### src/rtl/sarseq_pkg.sv
package sarseq_pkg;
  localparam int TAG_W    = 3;
  localparam int SAMPLE_W = 12;
  localparam int SLOT_W   = 3;
  localparam int SLOTS    = 1 << SLOT_W;
  localparam int WORD_W   = TAG_W + SAMPLE_W;
  localparam int THR_W    = 5;
  localparam int CNTF_W   = 5;
  localparam int DATA_W   = 32;

  localparam logic [1:0] ADDR_CTRL = 2'd0;
  localparam logic [1:0] ADDR_LIST = 2'd1;
  localparam logic [1:0] ADDR_GAP  = 2'd2;
  localparam logic [1:0] ADDR_FIFO = 2'd3;

  localparam int B_EN        = 0;
  localparam int B_CONT      = 1;
  localparam int B_START     = 2;
  localparam int B_IRQEN     = 3;
  localparam int B_THR_LO    = 4;
  localparam int B_STOP      = 14;
  localparam int B_CNT_LO    = 21;
  localparam int B_EMPTY     = 26;
  localparam int B_FULL      = 27;
  localparam int B_BUSY_LO   = 28;
  localparam int B_MAXIDX_LO = 24;

  typedef enum logic [1:0] {ST_IDLE, ST_CONV, ST_GAP} seqState_t;

  // control -> datapath
  typedef struct packed {
    logic              push;
    logic              gapLoad;
    logic              gapRun;
    logic [SLOT_W-1:0] slot;
    logic [2:0]        busy;   // {gap, conversion, run}
  } seqStrobe_t;

  // datapath -> control
  typedef struct packed {
    logic              startHit;
    logic              stopHit;
    logic              contMode;
    logic [SLOT_W-1:0] lastSlot;
    logic              gapDone;
  } seqView_t;
endpackage

### src/rtl/sarseq_datapath.sv
module sarseq_datapath
  import sarseq_pkg::*;
#(
  parameter int FIFO_DEPTH = 32,
  parameter int TICK_SHIFT = 2
) (
  input  logic                clk,
  input  logic                rstN,
  input  logic                regWrEn,
  input  logic                regRdEn,
  input  logic [1:0]          regAddr,
  input  logic [DATA_W-1:0]   regWdata,
  output logic [DATA_W-1:0]   regRdata,
  input  seqStrobe_t          strb,
  output seqView_t            view,
  input  logic [SAMPLE_W-1:0] convData,
  output logic [TAG_W-1:0]    convChan,
  output logic                irq
);
  localparam int PTR_W   = $clog2(FIFO_DEPTH);
  localparam int CNT_W   = PTR_W + 1;
  localparam int PRE_W   = TICK_SHIFT * 3;
  localparam int LIST_W  = SLOTS * TAG_W;

  // configuration registers
  logic              enReg, contReg, irqEnReg;
  logic [THR_W-1:0]  thrReg;
  logic [LIST_W-1:0] listReg;
  logic [SLOT_W-1:0] lastSlotReg;
  logic [7:0]        gapCntReg;
  logic [1:0]        gapSelReg;

  wire unusedWdata = ^regWdata[DATA_W-1:B_MAXIDX_LO+SLOT_W];

  logic ctrlWr;
  assign ctrlWr = regWrEn && regAddr == ADDR_CTRL;

  always_ff @(posedge clk or negedge rstN) begin
    if (!rstN) begin
      enReg       <= 1'b0;
      contReg     <= 1'b0;
      irqEnReg    <= 1'b0;
      thrReg      <= '0;
      listReg     <= '0;
      lastSlotReg <= '0;
      gapCntReg   <= '0;
      gapSelReg   <= '0;
    end else if (regWrEn) begin
      unique case (regAddr)
        ADDR_CTRL: begin
          enReg    <= regWdata[B_EN];
          contReg  <= regWdata[B_CONT];
          irqEnReg <= regWdata[B_IRQEN];
          thrReg   <= regWdata[B_THR_LO +: THR_W];
        end
        ADDR_LIST: begin
          listReg     <= regWdata[LIST_W-1:0];
          lastSlotReg <= regWdata[B_MAXIDX_LO +: SLOT_W];
        end
        ADDR_GAP: begin
          gapCntReg <= regWdata[7:0];
          gapSelReg <= regWdata[9:8];
        end
        default: ;
      endcase
    end
  end

  // slot -> channel lookup
  logic [TAG_W-1:0] slotChan [SLOTS];
  for (genvar k = 0; k < SLOTS; k++) begin : g_slot
    assign slotChan[k] = listReg[k*TAG_W +: TAG_W];
  end
  assign convChan = slotChan[strb.slot];

  // result queue
  logic [WORD_W-1:0] mem [FIFO_DEPTH];
  logic [PTR_W-1:0]  wrPtr, rdPtr;
  logic [CNT_W-1:0]  count;
  logic              full, empty, popReq, doPush, doPop;

  assign full   = count == CNT_W'(FIFO_DEPTH);
  assign empty  = count == '0;
  assign popReq = regRdEn && regAddr == ADDR_FIFO;
  assign doPush = strb.push && !full;
  assign doPop  = popReq && !empty;

  always_ff @(posedge clk) begin
    if (doPush) mem[wrPtr] <= {convChan, convData};
  end

  always_ff @(posedge clk or negedge rstN) begin
    if (!rstN) begin
      wrPtr <= '0;
      rdPtr <= '0;
      count <= '0;
    end else begin
      if (doPush) wrPtr <= (wrPtr == PTR_W'(FIFO_DEPTH-1)) ? '0 : wrPtr + 1'b1;
      if (doPop)  rdPtr <= (rdPtr == PTR_W'(FIFO_DEPTH-1)) ? '0 : rdPtr + 1'b1;
      count <= count + CNT_W'(doPush) - CNT_W'(doPop);
    end
  end

  // inter-sample gap: prescaler of 4^sel cycles, (cnt+1) ticks
  logic [PRE_W-1:0] preLoad, preLeft;
  logic [7:0]       gapLeft;
  assign preLoad = PRE_W'((32'd1 << (TICK_SHIFT * int'(gapSelReg))) - 32'd1);

  always_ff @(posedge clk or negedge rstN) begin
    if (!rstN) begin
      preLeft <= '0;
      gapLeft <= '0;
    end else if (strb.gapLoad) begin
      preLeft <= preLoad;
      gapLeft <= gapCntReg;
    end else if (strb.gapRun) begin
      if (preLeft == '0) begin
        preLeft <= preLoad;
        if (gapLeft != '0) gapLeft <= gapLeft - 1'b1;
      end else begin
        preLeft <= preLeft - 1'b1;
      end
    end
  end

  always_comb begin
    view          = '0;
    view.startHit = ctrlWr && regWdata[B_START] && regWdata[B_EN];
    view.stopHit  = ctrlWr && regWdata[B_STOP];
    view.contMode = contReg;
    view.lastSlot = lastSlotReg;
    view.gapDone  = strb.gapRun && preLeft == '0 && gapLeft == '0;
  end

  // interrupt
  logic [THR_W-1:0] thrEff;
  assign thrEff = (thrReg == '0) ? THR_W'(1) : thrReg;
  assign irq    = irqEnReg && (count >= CNT_W'(thrEff));

  // register read
  logic [DATA_W-1:0] ctrlWord;
  always_comb begin
    ctrlWord                         = '0;
    ctrlWord[B_EN]                   = enReg;
    ctrlWord[B_CONT]                 = contReg;
    ctrlWord[B_IRQEN]                = irqEnReg;
    ctrlWord[B_THR_LO +: THR_W]      = thrReg;
    ctrlWord[B_CNT_LO +: CNTF_W]     = CNTF_W'(count);
    ctrlWord[B_EMPTY]                = empty;
    ctrlWord[B_FULL]                 = full;
    ctrlWord[B_BUSY_LO +: 3]         = strb.busy;
    unique case (regAddr)
      ADDR_CTRL: regRdata = ctrlWord;
      ADDR_LIST: regRdata = {5'b0, lastSlotReg, listReg};
      ADDR_GAP:  regRdata = {22'b0, gapSelReg, gapCntReg};
      default:   regRdata = empty ? '0 : {{(DATA_W-WORD_W){1'b0}}, mem[rdPtr]};
    endcase
  end

  // checks
  a_r11_bounded: assert property (@(posedge clk) disable iff (!rstN)
    count <= CNT_W'(FIFO_DEPTH));
  a_r11_full_drop: assert property (@(posedge clk) disable iff (!rstN)
    (full && strb.push && !popReq) |=> (full && $stable(wrPtr)));
  a_r10_empty_read: assert property (@(posedge clk) disable iff (!rstN)
    (empty && popReq && !strb.push) |=> (empty && $stable(rdPtr)));
  a_r12_irq_has_data: assert property (@(posedge clk) disable iff (!rstN)
    irq |-> !empty);
endmodule

### src/rtl/sarseq_ctrl.sv
module sarseq_ctrl
  import sarseq_pkg::*;
(
  input  logic       clk,
  input  logic       rstN,
  input  seqView_t   view,
  input  logic       convAck,
  output logic       convReq,
  output seqStrobe_t strb
);
  seqState_t         state, stateNext;
  logic [SLOT_W-1:0] slot, slotNext;
  logic              stopPend, stopPendNext, atLast;

  assign atLast  = slot >= view.lastSlot;
  assign convReq = state == ST_CONV;

  always_comb begin
    stateNext    = state;
    slotNext     = slot;
    stopPendNext = stopPend;
    strb         = '0;
    strb.slot    = slot;
    strb.busy    = {state == ST_GAP, state == ST_CONV, state != ST_IDLE};
    unique case (state)
      ST_IDLE: begin
        if (view.startHit) begin
          stateNext    = ST_CONV;
          slotNext     = '0;
          stopPendNext = 1'b0;
        end
      end
      ST_CONV: begin
        if (view.stopHit) stopPendNext = 1'b1;
        if (convAck) begin
          strb.push = 1'b1;
          if (stopPend || view.stopHit || (atLast && !view.contMode)) begin
            stateNext    = ST_IDLE;
            stopPendNext = 1'b0;
          end else begin
            stateNext    = ST_GAP;
            strb.gapLoad = 1'b1;
            slotNext     = atLast ? '0 : slot + 1'b1;
          end
        end
      end
      ST_GAP: begin
        strb.gapRun = 1'b1;
        if (view.stopHit)      stateNext = ST_IDLE;
        else if (view.gapDone) stateNext = ST_CONV;
      end
      default: stateNext = ST_IDLE;
    endcase
  end

  always_ff @(posedge clk or negedge rstN) begin
    if (!rstN) begin
      state    <= ST_IDLE;
      slot     <= '0;
      stopPend <= 1'b0;
    end else begin
      state    <= stateNext;
      slot     <= slotNext;
      stopPend <= stopPendNext;
    end
  end

  a_r2_busy_after_start: assert property (@(posedge clk) disable iff (!rstN)
    (state == ST_IDLE && view.startHit) |=> (strb.busy[0] && convReq));
  a_r3_req_held: assert property (@(posedge clk) disable iff (!rstN)
    (convReq && !convAck) |=> (convReq && $stable(slot)));
  a_r8_drain_stop: assert property (@(posedge clk) disable iff (!rstN)
    (convReq && convAck && stopPend) |=> (!convReq && !strb.busy[0]));
  a_r9_busy_start_kept_slot: assert property (@(posedge clk) disable iff (!rstN)
    (state == ST_CONV && view.startHit && !convAck) |=> $stable(slot));
endmodule

### src/rtl/sar_sequencer.sv
module sar_sequencer
  import sarseq_pkg::*;
#(
  parameter int FIFO_DEPTH = 32,
  parameter int TICK_SHIFT = 2
) (
  input  logic        clk,
  input  logic        rstN,
  input  logic        regWrEn,
  input  logic        regRdEn,
  input  logic [1:0]  regAddr,
  input  logic [31:0] regWdata,
  output logic [31:0] regRdata,
  output logic        convReq,
  output logic [2:0]  convChan,
  input  logic        convAck,
  input  logic [11:0] convData,
  output logic        irq
);
  seqStrobe_t strb;
  seqView_t   view;

  sarseq_ctrl u_ctrl (
    .clk     (clk),
    .rstN    (rstN),
    .view    (view),
    .convAck (convAck),
    .convReq (convReq),
    .strb    (strb)
  );

  sarseq_datapath #(
    .FIFO_DEPTH (FIFO_DEPTH),
    .TICK_SHIFT (TICK_SHIFT)
  ) u_dp (
    .clk      (clk),
    .rstN     (rstN),
    .regWrEn  (regWrEn),
    .regRdEn  (regRdEn),
    .regAddr  (regAddr),
    .regWdata (regWdata),
    .regRdata (regRdata),
    .strb     (strb),
    .view     (view),
    .convData (convData),
    .convChan (convChan),
    .irq      (irq)
  );
endmodule

### config.mk
export PLATFORM = sky130hd
export DESIGN_NAME = sar_sequencer
export DESIGN_NICKNAME = d
export VERILOG_FILES = /design/src/rtl/sarseq_pkg.sv /design/src/rtl/sarseq_datapath.sv /design/src/rtl/sarseq_ctrl.sv /design/src/rtl/sar_sequencer.sv
export SDC_FILE = /design/constraint.sdc
export NUM_CORES = 1
export LEC_CHECK = 0
export BUFFER_PORTS_ARGS = -buffer_cell sky130_fd_sc_hd__buf_2
export CAP_MARGIN = 20
export CORE_MARGIN = 4
export CORE_UTILIZATION = 55
export CTS_CLUSTER_DIAMETER = 200
export DETAILED_ROUTE_END_ITERATION = 8
export PLACE_DENSITY = 0.75
export SETUP_SLACK_MARGIN = 0.4
export SLEW_MARGIN = 30
export SYNTH_ARGS = -nofsm -noshare
export SYNTH_HDL_FRONTEND = slang
export SYNTH_SLANG_ARGS = --single-unit
### constraint.sdc
create_clock -name clk -period 2.7 [get_ports clk]
set_input_delay 0.135 -clock clk [delete_from_list [all_inputs] [get_ports clk]]
set_output_delay 0.135 -clock clk [all_outputs]
set_load 0.01 [all_outputs]
==> impl_metrics.toml <==
[global_route]
grt_pass1_vias = 14600
grt_max_degree = 56
grt_most_used_layer = "met2"
antenna_found_initial = 1
grtUsageMet2_pct = 44.3
grt_overflow = 0
grtUsageMet1_pct = 36.2
globalRouteMet3Util_pct = 6.22
grt_pass1_wl_mm = 93.6
grt_usage_pct = 27.1

[placement]
globalplace.congestion = 0.877
dpl.hpwl_mm = 36.5
portBuffers = 81

[sta]
worst_clock_skew_ns = 0.0703
hold_viol_final = 0
worstMarginPinSlew_ns = 1.07
final_max_slew_viol_count = 0
post-route-period-util_pct = 109
setup_violations = 15
fin_tns_setup_ns = -2.39
rsz0062_at_grt = "true"
period_needed_ns = 2.93
slew-limit-headroom_pct = 28.1
worst_slack_ns = -0.233
max_freq_ghz = 0.341

[floorplanning]
die_y_um = 214
core-area_um2 = 41900
die_w_um = 214
initial_core_util_pct = 55.7
ios = 88
rows = 75
dieArea_um2 = 45800

[route]
wl_mm = 62.9
wl_per_cell_um = 28.2
drc = 0
viasPerCell = 6.41
drtAntennaViolNets = 0
drtIter0Drc = 1794
drtPass1Iterations = 5
vias = 14300

[synthesis]
yosysSeqAreaShare_pct = 70.4
ys.warnings.count = 0
syn_area_um2 = 23400
synthXorXnorAreaFrac_pct = 0.337
synth_simple_gate_area_share_pct = 4.99
synth.distinct_cells = 68
synth_top_family_by_area = "multiplexers"
synth_edf_count = 480
syn_avg_cell_area_um2 = 17.1
syn_nets = 1445
syn-instance-count = 1363
ys_async_sr_fraction_pct = 14.4
synthMuxAreaShare_pct = 15.2
synth_fa_ha_area_share_pct = 1.69
synth-main-ff-cell = "edfxtp_1"
synth_compound_area_share_pct = 4.94
ys_ff_latch = 561

[outcome]
violations = "negative setup slack"
status = "finished, violations left"

[critical_path]
worstPathMaxFanout = 7
rr_worst_depth = 16
r2r-start = "u_dp.count[2]$_DFF_PN0_"
timing.rr.end = "u_dp.count[4]$_DFF_PN0_"
arrival_ns = 2.80
crit_start = "u_dp.rdPtr[1]$_DFFE_PN0P_"
r2r_slack_ns = 0.38
cp-end-kind = "primary output"
start_kind = "flip-flop"
path_class = "flip-flop to primary output"
worstPathRequired_ns = 2.57

[min_path]
hp-class = "input port to flip-flop"
min_from = "convData[6]"
hold_depth = 1
hold_end = "u_dp.mem[8][6]$_DFFE_PP_"

[power]
swShare_pct = 30.1
p_clk_share_pct = 30.3
ir_worst_vdd_uv = 717
p_leak_nw = 10.3
pwr-share-seq_pct = 39.0
p_int_mw = 18.5
power_density_nw_per_um2 = 910
power.total_mw = 26.4
p_sw_mw = 7.95
power_frac_comb_pct = 30.7

[cells_and_area]
layout.nets = 1730
layout_commonest_cell = "edfxtp_1"
final_cell_mix = "edfxtp_1, buf_4, mux2i_1, mux4_2"
drive_gt1_share_pct = 36.4
syn_to_final_growth_pct = 24.2

[clock_tree]
cts-root-buf = "clkbuf_16"
clock_latency_ns = 0.64
clkSinkCount = 561
cts_tree = "done"
cts.clk_slew.worst_paths_ns = 0.07
h-tree-depth = 2
cts-buffers-inserted = 56
cts_buffer_depth = 3

[flow_run]
drv_cap = 0
[power by group through the flow]
| stage | logic [mW] | clock network, mW | registers (mW) |
|---|---|---|---|
| after floorplan | 4.12 | 0 | 10.3 |
| after global placement | 5.64 | 0 | 10.5 |
| after detailed placement | 5.79 | 0 | 10.6 |
| after CTS | 7.55 | 8.07 | 10.3 |
| after global routing | 8.56 | 8.48 | 10.3 |
| final | 8.12 | 7.99 | 10.3 |
[cells in the mapped netlist, types with 3 or more instances]
cell type | count | share of area, %
buf_6 | 11 | 0.53
o21ai_1 | 3 | 0.064
a21oi_1 | 48 | 1.0
o22ai_1 | 18 | 0.48
nand3_1 | 14 | 0.30
mux4_2 | 80 | 7.7
nor4_1 | 15 | 0.40
ha_1 | 30 | 1.6
buf_1 | 3 | 0.048
a31oi_1 | 4 | 0.11
edfxtp_1 | 480 | 62
xor2_1 | 6 | 0.22
nand4_1 | 8 | 0.21
mux2_2 | 48 | 2.3
o22a_1 | 4 | 0.15
a22oi_1 | 17 | 0.55
xnor2_1 | 3 | 0.11
nand2b_1 | 9 | 0.24
buf_4 | 14 | 0.45
dfrtp_1 | 81 | 8.7
nor2b_1 | 6 | 0.16
clkbuf_1 | 13 | 0.21
a211oi_1 | 6 | 0.19
inv_1 | 29 | 0.47
buf_2 | 26 | 0.56
nand3b_1 | 7 | 0.22
nor3_1 | 13 | 0.28
a21o_1 | 5 | 0.16
and2_1 | 6 | 0.16
or3b_2 | 4 | 0.15
nor2_1 | 80 | 1.3
o211ai_1 | 4 | 0.13
mux2i_1 | 121 | 5.2
nand2_1 | 53 | 0.85
o221ai_1 | 5 | 0.19
o21ai_0 | 44 | 0.94
a221oi_1 | 5 | 0.19
and3_1 | 3 | 0.080
[state kept, by name, indices dropped and copies added (netlist names)]
name,cells
u_ctrl.slot,3
u_ctrl.state,2
u_ctrl.stopPend,1
u_dp.contReg,1
u_dp.count,6
u_dp.enReg,1
u_dp.gapCntReg,8
u_dp.gapLeft,8
u_dp.gapSelReg,2
u_dp.irqEnReg,1
u_dp.lastSlotReg,3
u_dp.listReg,24
u_dp.mem,480
u_dp.preLeft,6
u_dp.rdPtr,5
u_dp.thrReg,5
u_dp.wrPtr,5
[final cells by class]
type,instances,area (um^2)
Clock buffer,72,1500
Inverter,30,120
Fill cell,2526,12900
Antenna cell,1,2.50
Multi-Input combinational cell,707,7110
Timing Repair Buffer,292,2770
Clock inverter,29,385
Tap cell,539,674
Sequential cell,561,16500
[how the worst max path moves through the flow]
stage | end | slack, ns | cells past startpoint
detailed placement | regRdata[7] | 0.07 | 9
CTS | regRdata[10] | -0.17 | 8
global placement | regRdata[7] | 0.12 | 9
floorplan | u_dp.mem[31][0]$_DFFE_PP_ | 0.30 | 8
global route | regRdata[12] | -0.28 | 8
finish | regRdata[6] | -0.23 | 10
[worst max-delay path, stage by stage (launching register included)]
cell	delay [ns]
dfrtp_4	0.50
buf_12	0.15
buf_12	0.14
buf_12	0.15
buf_12	0.14
mux2i_1	0.13
o32a_1	0.29
nand4_1	0.09
nand2_1	0.07
a21oi_2	0.29
buf_2	0.19
[routing by layer]
layer / wire [um] / vias to the layer above
met2: 30900 / 923
met4: 2310 / 0
met3: 6640 / 172
li1: - / 5948
met5: 0 / -
met1: 23100 / 7266
[kinds of logic (layout without fill, tap and decap cells)]
| kind of cell | count (synthesis) | count (layout) |
|---|---|---|
| flops | 561 | 561 |
| mux | 249 | 252 |
| simple gates | 232 | 232 |
| compound gates | 181 | 182 |
| buf+inv | 99 | 423 |
| fa+ha+maj | 31 | 31 |
| xor+xnor | 9 | 9 |
| other cells | 1 | 2 |
[per-stage QoR]
step	cells	util (%)	hold WS [ns]	instance area, um^2	setup WS, ns
3_5_place_dp	2023	59.8	0.231	25100	0.0723
6_report	2231	69.2	0.0343	29000	-0.233
2_1_floorplan	1363	-	-0.161	23400	0.297
5_1_grt	2230	69.2	0.0312	29000	-0.279
3_3_place_gp	2023	59.8	0.234	25100	0.121
4_1_cts	2211	68.2	0.00515	28600	-0.167
[timing repair]
| item | 4_1_cts | 5_1_grt |
|---|---|---|
| pin swaps | 35 | 19 |
| setup endpoints to repair | 509 | 148 |
| resized for setup | 169 | 44 |
| buffers inserted | 41 | 18 |
| cloned | 10 | 1 |
| hold buffers | 36 | 0 |
| hold endpoints to repair | 199 | 0 |
Note: power is estimated with default switching activity, not from simulation.
